[src/rtl/scan_pkg.sv]
package scan_pkg;

  localparam int IR_W = 3;

  localparam logic [IR_W-1:0] OP_EXTEST = 3'b000;
  localparam logic [IR_W-1:0] OP_HIGHZ  = 3'b001;
  localparam logic [IR_W-1:0] OP_SAMPLE = 3'b010;
  localparam logic [IR_W-1:0] OP_CLAMP  = 3'b110;
  localparam logic [IR_W-1:0] OP_BYPASS = 3'b111;
  // capture pattern doubles as the float-all-pins opcode
  localparam logic [IR_W-1:0] IR_CAPTURE = OP_HIGHZ;

  typedef enum logic [3:0] {
    ST_RESET   = 4'h0, ST_IDLE    = 4'h1,
    ST_SEL_DR  = 4'h2, ST_CAP_DR  = 4'h3, ST_SH_DR  = 4'h4,
    ST_EX1_DR  = 4'h5, ST_PAU_DR  = 4'h6, ST_EX2_DR = 4'h7, ST_UPD_DR = 4'h8,
    ST_SEL_IR  = 4'h9, ST_CAP_IR  = 4'hA, ST_SH_IR  = 4'hB,
    ST_EX1_IR  = 4'hC, ST_PAU_IR  = 4'hD, ST_EX2_IR = 4'hE, ST_UPD_IR = 4'hF
  } tap_state_t;

  typedef struct packed {
    logic sel_bsr;    // boundary chain is the data register
    logic rst_req;    // hold the core in reset
    logic hiz;        // disable every pin driver
    logic use_latch;  // pins driven from update latches
  } scan_ctl_t;

  function automatic tap_state_t tap_next(input tap_state_t s, input logic tms);
    tap_state_t n;
    case (s)
      ST_RESET:  n = tms ? ST_RESET  : ST_IDLE;
      ST_IDLE:   n = tms ? ST_SEL_DR : ST_IDLE;
      ST_SEL_DR: n = tms ? ST_SEL_IR : ST_CAP_DR;
      ST_CAP_DR: n = tms ? ST_EX1_DR : ST_SH_DR;
      ST_SH_DR:  n = tms ? ST_EX1_DR : ST_SH_DR;
      ST_EX1_DR: n = tms ? ST_UPD_DR : ST_PAU_DR;
      ST_PAU_DR: n = tms ? ST_EX2_DR : ST_PAU_DR;
      ST_EX2_DR: n = tms ? ST_UPD_DR : ST_SH_DR;
      ST_UPD_DR: n = tms ? ST_SEL_DR : ST_IDLE;
      ST_SEL_IR: n = tms ? ST_RESET  : ST_CAP_IR;
      ST_CAP_IR: n = tms ? ST_EX1_IR : ST_SH_IR;
      ST_SH_IR:  n = tms ? ST_EX1_IR : ST_SH_IR;
      ST_EX1_IR: n = tms ? ST_UPD_IR : ST_PAU_IR;
      ST_PAU_IR: n = tms ? ST_EX2_IR : ST_PAU_IR;
      ST_EX2_IR: n = tms ? ST_UPD_IR : ST_SH_IR;
      ST_UPD_IR: n = tms ? ST_SEL_DR : ST_IDLE;
      default:   n = ST_RESET;
    endcase
    return n;
  endfunction

  function automatic scan_ctl_t decode_op(input logic [IR_W-1:0] op);
    scan_ctl_t c;
    case (op)
      OP_EXTEST: c = '{sel_bsr: 1'b1, rst_req: 1'b1, hiz: 1'b0, use_latch: 1'b1};
      OP_HIGHZ:  c = '{sel_bsr: 1'b0, rst_req: 1'b1, hiz: 1'b1, use_latch: 1'b0};
      OP_SAMPLE: c = '{sel_bsr: 1'b1, rst_req: 1'b0, hiz: 1'b0, use_latch: 1'b0};
      OP_CLAMP:  c = '{sel_bsr: 1'b0, rst_req: 1'b0, hiz: 1'b0, use_latch: 1'b1};
      default:   c = '{sel_bsr: 1'b0, rst_req: 1'b0, hiz: 1'b0, use_latch: 1'b0};
    endcase
    return c;
  endfunction

endpackage

[src/rtl/tap_fsm.sv]
module tap_fsm
  import scan_pkg::*;
(
  input  logic       tck,
  input  logic       trst_n,
  input  logic       tms,
  output tap_state_t state
);

  tap_state_t state_q;
  logic [2:0] tms_ones_q;  // consecutive high tms edges, saturating at 5

  always_ff @(posedge tck or negedge trst_n) begin
    if (!trst_n) begin
      state_q    <= ST_RESET;
      tms_ones_q <= 3'd0;
    end else begin
      state_q    <= tap_next(state_q, tms);
      if (!tms)                  tms_ones_q <= 3'd0;
      else if (tms_ones_q != 3'd5) tms_ones_q <= tms_ones_q + 3'd1;
    end
  end

  assign state = state_q;


  tms_five_reset_chk: assert property (@(posedge tck) disable iff (!trst_n)
    (tms_ones_q == 3'd5) |-> (state_q == ST_RESET));

endmodule

[src/rtl/instr_reg.sv]
module instr_reg
  import scan_pkg::*;
(
  input  logic            tck,
  input  logic            trst_n,
  input  logic            tdi,
  input  tap_state_t      state,
  output logic            shift_bit,
  output logic [IR_W-1:0] active_op
);

  logic [IR_W-1:0] sr_q;
  logic [IR_W-1:0] op_q;

  always_ff @(posedge tck or negedge trst_n) begin
    if (!trst_n)                  sr_q <= IR_CAPTURE;
    else if (state == ST_CAP_IR)  sr_q <= IR_CAPTURE;
    else if (state == ST_SH_IR)   sr_q <= {tdi, sr_q[IR_W-1:1]};
  end

  always_ff @(negedge tck or negedge trst_n) begin
    if (!trst_n)                  op_q <= OP_BYPASS;
    else if (state == ST_RESET)   op_q <= OP_BYPASS;
    else if (state == ST_UPD_IR)  op_q <= sr_q;
  end

  assign shift_bit = sr_q[0];
  assign active_op = op_q;


  ir_capture_chk: assert property (@(posedge tck) disable iff (!trst_n)
    $past(state == ST_CAP_IR) |-> (sr_q == 3'b001));

  ir_reset_value_chk: assert property (@(posedge tck) disable iff (!trst_n)
    (state == ST_RESET) |-> (op_q == 3'b111));

  ir_hold_chk: assert property (@(posedge tck) disable iff (!trst_n)
    (state != ST_UPD_IR && state != ST_RESET) |-> $stable(op_q));

endmodule

[src/rtl/bsr_chain.sv]
module bsr_chain
  import scan_pkg::*;
#(
  parameter int NUM_CELLS = 8
) (
  input  logic                 tck,
  input  logic                 trst_n,
  input  logic                 tdi,
  input  tap_state_t           state,
  input  logic                 sel,
  input  logic [NUM_CELLS-1:0] pin_in,
  output logic                 shift_bit,
  output logic [NUM_CELLS-1:0] latch_q
);

  localparam int LAST = NUM_CELLS - 1;

  logic [NUM_CELLS-1:0] cap_q;
  logic [NUM_CELLS-1:0] feed;
  logic                 do_cap, do_shift, do_upd;

  assign do_cap   = sel && (state == ST_CAP_DR);
  assign do_shift = sel && (state == ST_SH_DR);
  assign do_upd   = sel && (state == ST_UPD_DR);

  for (genvar i = 0; i < NUM_CELLS; i++) begin : g_cell
    if (i == LAST) begin : g_head
      assign feed[i] = tdi;
    end else begin : g_body
      assign feed[i] = cap_q[i+1];
    end

    always_ff @(posedge tck or negedge trst_n) begin
      if (!trst_n)       cap_q[i] <= 1'b0;
      else if (do_cap)   cap_q[i] <= pin_in[i];
      else if (do_shift) cap_q[i] <= feed[i];
    end

    always_ff @(negedge tck or negedge trst_n) begin
      if (!trst_n)     latch_q[i] <= 1'b0;
      else if (do_upd) latch_q[i] <= cap_q[i];
    end
  end

  assign shift_bit = cap_q[0];


  latch_hold_chk: assert property (@(posedge tck) disable iff (!trst_n)
    !sel |-> $stable(latch_q));

endmodule

[src/rtl/scan_port.sv]
module scan_port
  import scan_pkg::*;
#(
  parameter int NUM_PINS = 8
) (
  input  logic                tck,
  input  logic                trst_n,
  input  logic                tms,
  input  logic                tdi,
  output logic                tdo,
  output logic                tdo_en,
  input  logic [NUM_PINS-1:0] core_out,
  input  logic [NUM_PINS-1:0] core_oe,
  input  logic [NUM_PINS-1:0] pin_in,
  output logic [NUM_PINS-1:0] pin_out,
  output logic [NUM_PINS-1:0] pin_oe,
  output logic                sys_rst_req
);

  tap_state_t          state;
  logic [IR_W-1:0]     active_op;
  scan_ctl_t           ctl;
  logic                ir_bit, bsr_bit;
  logic                byp_q;
  logic                tdo_q, tdo_en_q;
  logic [NUM_PINS-1:0] latch_q;
  logic                in_shift;

  tap_fsm u_fsm (
    .tck(tck), .trst_n(trst_n), .tms(tms), .state(state)
  );

  instr_reg u_ir (
    .tck(tck), .trst_n(trst_n), .tdi(tdi), .state(state),
    .shift_bit(ir_bit), .active_op(active_op)
  );

  assign ctl = decode_op(active_op);

  bsr_chain #(.NUM_CELLS(NUM_PINS)) u_bsr (
    .tck(tck), .trst_n(trst_n), .tdi(tdi), .state(state),
    .sel(ctl.sel_bsr), .pin_in(pin_in),
    .shift_bit(bsr_bit), .latch_q(latch_q)
  );

  // one-stage bypass path
  always_ff @(posedge tck or negedge trst_n) begin
    if (!trst_n)                                   byp_q <= 1'b0;
    else if (!ctl.sel_bsr && state == ST_CAP_DR)   byp_q <= 1'b0;
    else if (!ctl.sel_bsr && state == ST_SH_DR)    byp_q <= tdi;
  end

  assign in_shift = (state == ST_SH_IR) || (state == ST_SH_DR);

  // serial output retimed to the falling edge
  always_ff @(negedge tck or negedge trst_n) begin
    if (!trst_n) begin
      tdo_q    <= 1'b0;
      tdo_en_q <= 1'b0;
    end else begin
      tdo_en_q <= in_shift;
      if (state == ST_SH_IR)      tdo_q <= ir_bit;
      else if (state == ST_SH_DR) tdo_q <= ctl.sel_bsr ? bsr_bit : byp_q;
    end
  end

  assign tdo         = tdo_q;
  assign tdo_en      = tdo_en_q;
  assign sys_rst_req = ctl.rst_req;
  assign pin_out     = ctl.use_latch ? latch_q : core_out;
  assign pin_oe      = ctl.hiz ? '0 : (ctl.use_latch ? '1 : core_oe);


  extest_drive_chk: assert property (@(posedge tck) disable iff (!trst_n)
    (active_op == 3'b000) |-> (sys_rst_req && pin_oe == '1 && pin_out == latch_q));

  highz_float_chk: assert property (@(posedge tck) disable iff (!trst_n)
    (active_op == 3'b001) |-> (sys_rst_req && pin_oe == '0));

  bypass_zero_chk: assert property (@(posedge tck) disable iff (!trst_n)
    $past(state == ST_CAP_DR && !ctl.sel_bsr) |-> (byp_q == 1'b0));

endmodule

[config.mk]
export PLATFORM = sky130hd
export DESIGN_NAME = scan_port
export DESIGN_NICKNAME = d
export VERILOG_FILES = /design/src/rtl/scan_pkg.sv /design/src/rtl/tap_fsm.sv /design/src/rtl/instr_reg.sv /design/src/rtl/bsr_chain.sv /design/src/rtl/scan_port.sv
export SDC_FILE = /design/constraint.sdc
export NUM_CORES = 1
export LEC_CHECK = 0
export BUFFER_PORTS_ARGS = -buffer_cell sky130_fd_sc_hd__buf_4
export CORE_MARGIN = 2
export CORE_UTILIZATION = 45
export CTS_CLUSTER_SIZE = 12
export DETAILED_ROUTE_END_ITERATION = 7
export GPL_ROUTABILITY_DRIVEN = 0
export GPL_TIMING_DRIVEN = 1
export HOLD_SLACK_MARGIN = 0.12
export PLACE_DENSITY = 0.78
export SLEW_MARGIN = 30
export SYNTH_ARGS = -nofsm -noshare
export SYNTH_HDL_FRONTEND = slang
export SYNTH_HIERARCHICAL = 1
export SYNTH_SLANG_ARGS = --single-unit
[constraint.sdc]
create_clock -name tck -period 1.4 [get_ports tck]
set_input_delay 0.07 -clock tck [delete_from_list [all_inputs] [get_ports tck]]
set_output_delay 0.07 -clock tck [all_outputs]
set_load 0.05 [all_outputs]
==> results of run 1 <==
-- per-layer routing --
layer / wire length, um / part of all wire / global-route usage / vias to the layer above
li1: - / - / - / 847
met4: 237 / 0.036 / 0.09949 / 0
met1: 2364 / 0.36 / 0.3014 / 943
met2: 3481 / 0.53 / 0.4275 / 123
met3: 523 / 0.079 / 0.04054 / 22
met5: 0 / 0 / 0 / -
-- cells by family after synthesis --
| logic type | after synthesis | share of synthesized area |
|---|---|---|
| AOI/OAI and AO/OA | 43 | 0.1821 |
| buffers and inverters | 21 | 0.06307 |
| muxes | 17 | 0.1120 |
| xor gates and xnor gates | 1 | 0.004962 |
| DFF | 29 | 0.4139 |
| and+or+nand+nor | 65 | 0.2240 |
-- area by class of cell --
cell class	instances	area [um2]
inverters	11	41.29
flip-flops and latches	29	735.7
fillers	190	613.1
well taps	48	60.06
clock inverters	5	22.52
diodes	1	2.502
multi-input cells	126	1182
repair buffers	98	975.9
clock buffers	6	82.58
-- registers in the layout (all words and copies together) (netlist names) --
register / flops
u_bsr/cap_q: 7
u_ir/active_op: 3
byp_q: 1
u_bsr/latch_q: 8
u_ir/sr_q: 3
tdo: 1
u_bsr/shift_bit: 1
u_fsm/state: 4
tdo_en: 1
-- layout by cell type (no fill, tap or decap), types with 2 or more instances in the layout --
| cell | synthesis | routed |
|---|---|---|
| sky130_fd_sc_hd__clkbuf_8 | 0 | 6 |
| sky130_fd_sc_hd__and2_4 | 1 | 2 |
| sky130_fd_sc_hd__nand2b_1 | 3 | 3 |
| sky130_fd_sc_hd__nor2_1 | 6 | 5 |
| sky130_fd_sc_hd__buf_6 | 3 | 10 |
| sky130_fd_sc_hd__dlygate4sd3_1 | 0 | 9 |
| sky130_fd_sc_hd__nand3_2 | 0 | 4 |
| sky130_fd_sc_hd__o311ai_4 | 0 | 6 |
| sky130_fd_sc_hd__o22ai_1 | 4 | 4 |
| sky130_fd_sc_hd__dfrtp_1 | 15 | 11 |
| sky130_fd_sc_hd__nor3b_1 | 2 | 2 |
| sky130_fd_sc_hd__or2_4 | 0 | 2 |
| sky130_fd_sc_hd__buf_4 | 1 | 60 |
| sky130_fd_sc_hd__dfrtn_1 | 10 | 10 |
| sky130_fd_sc_hd__nand2_1 | 14 | 12 |
| sky130_fd_sc_hd__buf_12 | 0 | 2 |
| sky130_fd_sc_hd__nor2b_1 | 4 | 4 |
| sky130_fd_sc_hd__nand3_1 | 16 | 12 |
| sky130_fd_sc_hd__nor4b_4 | 1 | 2 |
| sky130_fd_sc_hd__mux2_4 | 2 | 8 |
| sky130_fd_sc_hd__o21ai_0 | 9 | 6 |
| sky130_fd_sc_hd__a21o_2 | 8 | 5 |
| sky130_fd_sc_hd__o21ai_1 | 0 | 2 |
| sky130_fd_sc_hd__mux2_2 | 14 | 8 |
| sky130_fd_sc_hd__nand3b_1 | 4 | 4 |
| sky130_fd_sc_hd__dfrtp_2 | 0 | 4 |
| sky130_fd_sc_hd__inv_1 | 11 | 13 |
| sky130_fd_sc_hd__buf_8 | 0 | 15 |
| sky130_fd_sc_hd__a21oi_1 | 3 | 2 |
| sky130_fd_sc_hd__a22oi_2 | 0 | 3 |
| sky130_fd_sc_hd__a21o_4 | 0 | 3 |
| sky130_fd_sc_hd__dfstp_2 | 4 | 4 |
-- Yosys cell counts, drive strengths merged (2+ instances only) --
master	number
nand2	14
o22ai	4
nor2	6
a21o	8
o311ai	7
o21ai	9
or2	2
a21oi	4
dfstp	4
mux2	16
or3b	2
a22oi	3
nand3	16
buf	9
nor3	2
dfrtp	15
inv	11
nor3b	2
nor4b	2
dfrtn	10
nand2b	3
and2	2
nor2b	4
nand3b	4
-- report_power, final --
part | leakage (nW) | total [mW] | switching (mW) | internal (mW)
Combinational | 1.03 | 2.86 | 1.46 | 1.40
Clock | 0.0675 | 0.828 | 0.420 | 0.408
Sequential | 0.341 | 1.25 | 0.195 | 1.05
Total | 1.44 | 4.94 | 2.07 | 2.87
-- critical path, cell delays in order, from the launching register on --
cell	delay, ps
sky130_fd_sc_hd__dfstp_2	380
sky130_fd_sc_hd__or2_4	240
sky130_fd_sc_hd__a21oi_4	220
sky130_fd_sc_hd__clkbuf_16	180
sky130_fd_sc_hd__mux2_4	310
sky130_fd_sc_hd__buf_6	160
-- what timing repair did --
item	CTS	global route
pin swaps	10	14
hold endpoints to repair	25	0
cloned	1	1
hold buffers	9	0
endpoints found under the setup margin	42	42
buffers inserted	4	5
gates resized for setup	30	54
-- worst paths after layout --
| kind | startpoint | endpoint | slack, ps | depth (start not counted) |
|---|---|---|---|---|
| worst max-delay path | u_ir/active_op[1] | pin_out[5] | -1240 | 5 |
| max in group asynchronous | trst_n | u_ir/active_op[2] | 310 | 2 |
| worst max register to register | u_ir/active_op[2] | u_bsr/shift_bit | -970 | 6 |
| worst min-delay path | pin_in[7] | u_bsr/cap_q[7] | 150 | 3 |
| worst min register to register | u_bsr/latch_q[4] | u_bsr/latch_q[4] | 460 | 1 |
| min in group asynchronous | trst_n | u_ir/sr_q[1] | 170 | 2 |
==> metrics.txt, run 1 <==
# TYPE chip_impl_metric gauge
chip_impl_metric{name="synth-warning-count",unit=""} 6
chip_impl_metric{name="power.density_cell_area",unit="nW/um2"} 1592
chip_impl_metric{name="io_buffer_count",unit=""} 46
chip_impl_metric{name="initial_utilization",unit=""} 0.4751
chip_impl_info{name="critPathLaunchType",value="flip-flop"} 1
chip_impl_metric{name="grt_remaining_overflow",unit=""} 0
chip_impl_metric{name="timing.final.setup_violations",unit=""} 43
chip_impl_info{name="synthFlopType",value="sky130_fd_sc_hd__dfrtp_1"} 1
chip_impl_metric{name="max-clock-path-buffers",unit=""} 2
chip_impl_metric{name="synthesis.instances",unit=""} 176
chip_impl_metric{name="post_route_cells_drive_above_1_share",unit=""} 0.5927
chip_impl_info{name="hp-class",value="input port to flip-flop"} 1
chip_impl_metric{name="worst-endpoint-required",unit="ps"} 1330
chip_impl_metric{name="routed_len_inst",unit="um"} 20.39
chip_impl_metric{name="final-max-slew-violation-count",unit=""} 0
chip_impl_metric{name="final.hold.worst_slack",unit="ps"} 151.5
chip_impl_metric{name="drt-initial-drc-count",unit=""} 119
chip_impl_metric{name="placeableCoreArea",unit="um2"} 3716
chip_impl_metric{name="finalNetCount",unit=""} 302
chip_impl_metric{name="mappedNetlistArea",unit="um2"} 1765
chip_impl_metric{name="maxCapViolCount",unit=""} 0
chip_impl_metric{name="die-height",unit="um"} 66.64
chip_impl_metric{name="worst_skew_pair.late_latency",unit="ps"} 390
chip_impl_metric{name="floorplan.die.width",unit="um"} 66.64
chip_impl_metric{name="crit_arrival",unit="ps"} 2570
chip_impl_metric{name="totalPowerFinal",unit="mW"} 4.940
chip_impl_metric{name="dr_drc_count",unit=""} 0
chip_impl_metric{name="totalWireLength",unit="um"} 6607
chip_impl_metric{name="initial_antenna_violation_count",unit=""} 0
chip_impl_metric{name="yosys.cell_types.count",unit=""} 49
chip_impl_metric{name="cts.sinks",unit=""} 29
chip_impl_metric{name="drt-vias-per-instance",unit=""} 5.972
chip_impl_metric{name="finalWorstSetupSlack",unit="ps"} -1242
chip_impl_metric{name="grt_pass1_vias",unit=""} 1686
chip_impl_metric{name="ys_seq_area_frac",unit=""} 0.4139
chip_impl_metric{name="synth_top_area_frac",unit=""} 0.2126
chip_impl_metric{name="grt_first_pass_wirelength",unit="um"} 8114
chip_impl_metric{name="dpl_worst_slack",unit="ps"} -836.9
chip_impl_metric{name="clkSlewWorstSetupHoldPaths",unit="ps"} 70
chip_impl_metric{name="leakage",unit="nW"} 1.441
chip_impl_info{name="failed_checks",value="setup timing"} 1
chip_impl_metric{name="slew_headroom",unit=""} 0.7255
chip_impl_metric{name="worst_ir_drop_vdd",unit="uV"} 1434
chip_impl_metric{name="syn2layout_area_growth",unit="%"} 75.76
chip_impl_info{name="synth_top_cell_by_area",value="sky130_fd_sc_hd__dfrtp_1"} 1
chip_impl_metric{name="aggregate_global_route_resource_usage",unit=""} 0.2460
chip_impl_metric{name="worst_pin_slew",unit="ps"} 407.4
chip_impl_metric{name="fin_util",unit=""} 0.8350
chip_impl_metric{name="htree_levels",unit=""} 2
chip_impl_metric{name="timing_hold_violations_final",unit=""} 0
chip_impl_metric{name="setup-tns-final",unit="ps"} -36710
chip_impl_metric{name="fin_worst_skew",unit="ps"} 103.8
chip_impl_metric{name="cp_max_fo",unit=""} 5
chip_impl_info{name="status",value="finished with violations"} 1
chip_impl_metric{name="placedCellCount",unit=""} 293
chip_impl_metric{name="antenna_violating_nets_post_route",unit=""} 0
chip_impl_info{name="tritoncts",value="built"} 1
chip_impl_info{name="criticalPathCategory",value="flip-flop to primary output"} 1
chip_impl_metric{name="ys_seq_elements",unit=""} 29
chip_impl_info{name="critPathCaptureType",value="primary output"} 1
chip_impl_metric{name="grt_start_max_net_pins",unit=""} 21
chip_impl_info{name="clockRootBuffer",value="sky130_fd_sc_hd__clkbuf_8"} 1
chip_impl_metric{name="floorplan.io_pins",unit=""} 47
chip_impl_metric{name="dr.pass1.iters",unit=""} 4
chip_impl_metric{name="syn_area_per_cell",unit="um2"} 10.03
chip_impl_metric{name="async_flop_share",unit=""} 1.000
chip_impl_info{name="grt_setup_unrepaired",value="true"} 1
chip_impl_metric{name="number_of_cells_in_the_finished_layout_apart_from_fillers",unit=""} 324
chip_impl_metric{name="die_area",unit="um2"} 4440
chip_impl_metric{name="finish.instance_area",unit="um2"} 3103
chip_impl_metric{name="rows",unit=""} 22
chip_impl_metric{name="detailed_place.area",unit="um2"} 2385
chip_impl_metric{name="number_of_cts_inserted_buffers",unit=""} 5
chip_impl_metric{name="dp.final_hpwl",unit="um"} 3146
chip_impl_info{name="synth_top_cells_by_area",value="sky130_fd_sc_hd__dfrtp_1, sky130_fd_sc_hd__dfrtn_1, sky130_fd_sc_hd__mux2_2"} 1
chip_impl_metric{name="synth_fp_nets",unit=""} 204
chip_impl_metric{name="routed-via-count",unit=""} 1935
chip_impl_metric{name="synth_edf_count",unit=""} 0
(Power assumes the default switching activity.)
==> inputs of run 2 (changes only) <==
--- a/config.mk
+++ b/config.mk
@@ -13,7 +13,7 @@
 export GPL_ROUTABILITY_DRIVEN = 0
 export GPL_TIMING_DRIVEN = 1
 export HOLD_SLACK_MARGIN = 0.12
-export PLACE_DENSITY = 0.78
+export PLACE_DENSITY = 0.7
 export SLEW_MARGIN = 30
 export SYNTH_ARGS = -nofsm -noshare
 export SYNTH_HDL_FRONTEND = slang
==> constraint.sdc (replaced) <==
create_clock -name tck -period 2.7 [get_ports tck]
set_input_delay 0.135 -clock tck [delete_from_list [all_inputs] [get_ports tck]]
set_output_delay 0.135 -clock tck [all_outputs]
set_load 0.05 [all_outputs]
==> run 2 against run 1 <==
  * The run still ends with setup timing left
  * Hold slack worse by 26 ps
  * Utilization is 11 points lower
  * Register-to-register slack better by 720 ps
  * Final cell count is 8.0% lower
  * Power is 57% lower
  * Count of clock-buffer cells in the layout stayed put
  * Routed wire length is 21% lower
  * Design area is 13% lower
  * Clock power is 53% lower
  * Global-route usage is 0.42 points higher
  * Clock skew is 39 ps lower
==> metrics.txt, run 2 (synthesized netlist as in run 1, its figures left out) <==
# TYPE chip_impl_metric gauge
chip_impl_metric{name="timing.final.setup_violations",unit=""} 27
chip_impl_metric{name="totalWireLength",unit="um"} 5238
chip_impl_metric{name="worst_ir_drop_vdd",unit="uV"} 556.2
chip_impl_metric{name="floorplan.io_pins",unit=""} 47
chip_impl_metric{name="antenna_cells_inserted",unit=""} 0
chip_impl_metric{name="n_fill_cell",unit=""} 261
chip_impl_metric{name="number_of_cts_inserted_buffers",unit=""} 5
chip_impl_metric{name="routed_len_inst",unit="um"} 17.58
chip_impl_metric{name="max-clock-path-buffers",unit=""} 2
chip_impl_metric{name="aggregate_global_route_resource_usage",unit=""} 0.2502
chip_impl_info{name="cp_cell_sequence",value="nand2_2 -> a21oi_4 -> buf_12 -> mux2_2 -> buf_6"} 1
chip_impl_info{name="r2r-start",value="u_ir/active_op[2]"} 1
chip_impl_metric{name="power.net_switching",unit="mW"} 0.9100
chip_impl_metric{name="dp.final_hpwl",unit="um"} 3182
chip_impl_metric{name="routed-via-count",unit=""} 1709
chip_impl_metric{name="number_of_flip_flops_in_the_largest_register",unit=""} 8
chip_impl_metric{name="seqCellArea",unit="um2"} 735.7
chip_impl_info{name="whs_endpoint",value="u_ir/sr_q[2]"} 1
chip_impl_metric{name="finalNetCount",unit=""} 277
chip_impl_metric{name="placeableCoreArea",unit="um2"} 3716
chip_impl_metric{name="drt-vias-per-instance",unit=""} 5.735
chip_impl_metric{name="drt-initial-drc-count",unit=""} 73
chip_impl_info{name="critPathLaunchType",value="flip-flop"} 1
chip_impl_metric{name="syn2layout_area_growth",unit="%"} 53.08
chip_impl_metric{name="power.sequential.fraction",unit=""} 0.306
chip_impl_metric{name="cts.sinks",unit=""} 29
chip_impl_metric{name="initial_utilization",unit=""} 0.4751
chip_impl_info{name="tritoncts",value="built"} 1
chip_impl_info{name="criticalPathCategory",value="flip-flop to primary output"} 1
chip_impl_metric{name="swShare",unit=""} 0.4276
chip_impl_metric{name="dr_drc_count",unit=""} 0
chip_impl_metric{name="critPathMaxStageDelay",unit="ps"} 540
chip_impl_metric{name="htree_levels",unit=""} 2
chip_impl_metric{name="timing_hold_violations_final",unit=""} 0
chip_impl_metric{name="grt_start_max_net_pins",unit=""} 30
chip_impl_metric{name="r2r_cells",unit=""} 5
chip_impl_metric{name="die_area",unit="um2"} 4440
chip_impl_info{name="min-delay-start",value="tdi"} 1
chip_impl_info{name="slowest_cell_on_crit_path",value="sky130_fd_sc_hd__dfstp_2"} 1
chip_impl_metric{name="grt_first_pass_wirelength",unit="um"} 8017
chip_impl_metric{name="p_clk_frac",unit=""} 0.184
chip_impl_metric{name="die-height",unit="um"} 66.64
chip_impl_metric{name="worst-endpoint-required",unit="ps"} 2570
chip_impl_metric{name="multi_input_comb_area",unit="um2"} 1094
chip_impl_metric{name="io_buffer_count",unit=""} 46
chip_impl_metric{name="dpl_worst_slack",unit="ps"} -315.8
chip_impl_metric{name="worst_pin_slew",unit="ps"} 351.5
chip_impl_metric{name="setup-tns-final",unit="ps"} -10560
chip_impl_metric{name="floorplan.die.width",unit="um"} 66.64
chip_impl_metric{name="final-max-slew-violation-count",unit=""} 0
chip_impl_metric{name="leakage",unit="nW"} 1.252
chip_impl_metric{name="initial_antenna_violation_count",unit=""} 0
chip_impl_metric{name="grt_pass1_vias",unit=""} 1721
chip_impl_info{name="critPathCaptureType",value="primary output"} 1
chip_impl_metric{name="cp_max_fo",unit=""} 10
chip_impl_metric{name="worst_skew_pair.late_latency",unit="ps"} 340
chip_impl_metric{name="slew_headroom",unit=""} 0.7657
chip_impl_info{name="failed_checks",value="setup timing"} 1
chip_impl_metric{name="intPower",unit="mW"} 1.218
chip_impl_metric{name="clkSlewWorstSetupHoldPaths",unit="ps"} 70
chip_impl_info{name="clockRootBuffer",value="sky130_fd_sc_hd__clkbuf_8"} 1
chip_impl_metric{name="antenna_violating_nets_post_route",unit=""} 0
chip_impl_metric{name="rows",unit=""} 22
chip_impl_info{name="top_register",value="u_bsr/latch_q"} 1
chip_impl_metric{name="finalWorstSetupSlack",unit="ps"} -582.1
chip_impl_metric{name="power.density_cell_area",unit="nW/um2"} 787.4
chip_impl_metric{name="r2r_setup_slack",unit="ps"} -250
chip_impl_info{name="grt_setup_unrepaired",value="true"} 1
chip_impl_metric{name="worst_hold_path_cell_count",unit=""} 3
chip_impl_info{name="mostFrequentLayoutCells",value="sky130_fd_sc_hd__buf_4, sky130_fd_sc_hd__buf_6, sky130_fd_sc_hd__mux2_2, sky130_fd_sc_hd__nand3_1"} 1
chip_impl_info{name="status",value="finished with violations"} 1
chip_impl_metric{name="crit_arrival",unit="ps"} 3150
chip_impl_metric{name="post_route_cells_drive_above_1_share",unit=""} 0.5440
chip_impl_metric{name="grt_remaining_overflow",unit=""} 0
chip_impl_info{name="final_common_cell",value="sky130_fd_sc_hd__buf_4"} 1
chip_impl_metric{name="fin_worst_skew",unit="ps"} 64.39
chip_impl_metric{name="maxCapViolCount",unit=""} 0
chip_impl_info{name="hp-class",value="input port to flip-flop"} 1
chip_impl_metric{name="comb_power_share",unit=""} 0.510
chip_impl_info{name="worstReg2RegEnd",value="u_bsr/cap_q[3]"} 1
chip_impl_metric{name="dr.pass1.iters",unit=""} 5
[run 2: cell count changes in the layout (fill, tap and decap cells not counted), moves of 2 or more]
cell,before,now
sky130_fd_sc_hd__buf_4,60,46
sky130_fd_sc_hd__buf_8,15,3
sky130_fd_sc_hd__buf_6,10,19
sky130_fd_sc_hd__mux2_2,8,14
sky130_fd_sc_hd__mux2_4,8,2
sky130_fd_sc_hd__dlygate4sd3_1,9,4
sky130_fd_sc_hd__a22oi_1,0,3
sky130_fd_sc_hd__a22oi_2,3,0
sky130_fd_sc_hd__o21ai_0,6,9
sky130_fd_sc_hd__o21ai_1,2,0
[run 2: worst max-delay path by stage]
stage                      start         end  slack (ps)
2_1_floorplan  u_ir/active_op[1]  pin_out[5]        -260
3_3_place_gp   u_ir/active_op[1]  pin_out[1]        -280
3_5_place_dp   u_ir/active_op[2]  pin_out[1]        -320
4_1_cts        u_ir/active_op[1]  pin_out[1]        -560
5_1_grt        u_ir/active_op[1]  pin_out[1]        -640
6_report       u_ir/active_op[2]  pin_out[1]        -580
[run 2: layout make-up]
cell class	instances	area share
Timing Repair Buffer	73	0.2458
Inverter	11	0.01620
Clock buffer	6	0.03056
Clock inverter	5	0.008333
Multi-Input combinational cell	126	0.4046
Sequential cell	29	0.2722
Tap cell	48	0.02222
[run 2: timing repair]
| item | CTS | global route |
|---|---|---|
| gates cloned | 1 | 0 |
| pin swaps | 5 | 6 |
| endpoints found under the hold margin | 19 | 0 |
| gates resized for setup | 41 | 16 |
| setup buffers | 9 | 3 |
| endpoints found under the setup margin | 33 | 35 |
| hold buffers | 4 | 0 |
[run 2: critical path: cells and delay by family (launching register included)]
family                 cells  cell delay, ps
AOI/OAI and AO/OA          1             180
buffers and inverters      2             310
DFF                        1             540
and+or+nand+nor            1              80
muxes                      1             350
[run 2: routing by layer]
layer / GRT usage / part of all wire / up-vias / wire length [um]
li1: - / - / 793 / -
met1: 0.2634 / 0.38 / 809 / 1969
met2: 0.4613 / 0.53 / 86 / 2766
met3: 0.04392 / 0.060 / 21 / 316
met4: 0.1454 / 0.036 / 0 / 186
met5: 0 / 0 / - / 0
[run 2: power by group through the flow]
stage          combinational, mW  sequential [mW]  clock, mW
4_1_cts                     1.06            0.644      0.405
3_5_place_dp               0.947            0.652    0.00924
3_3_place_gp               0.899            0.644    0.00924
2_1_floorplan              0.573            0.736    0.00924
5_1_grt                     1.16            0.662      0.437
6_report                    1.09            0.650      0.393
[run 2: per-stage QoR]
step	util	instances	power, mW	hold WS, ps	instance area, um2
global placement	0.6024	276	1.552	67.55	2238
finish	0.7273	298	2.128	125.8	2703
floorplan	-	176	1.318	-160.6	1795
global route	0.7273	298	2.260	167.0	2703
detailed placement	0.6024	276	1.608	74.03	2238
CTS	0.7118	300	2.108	124.1	2645
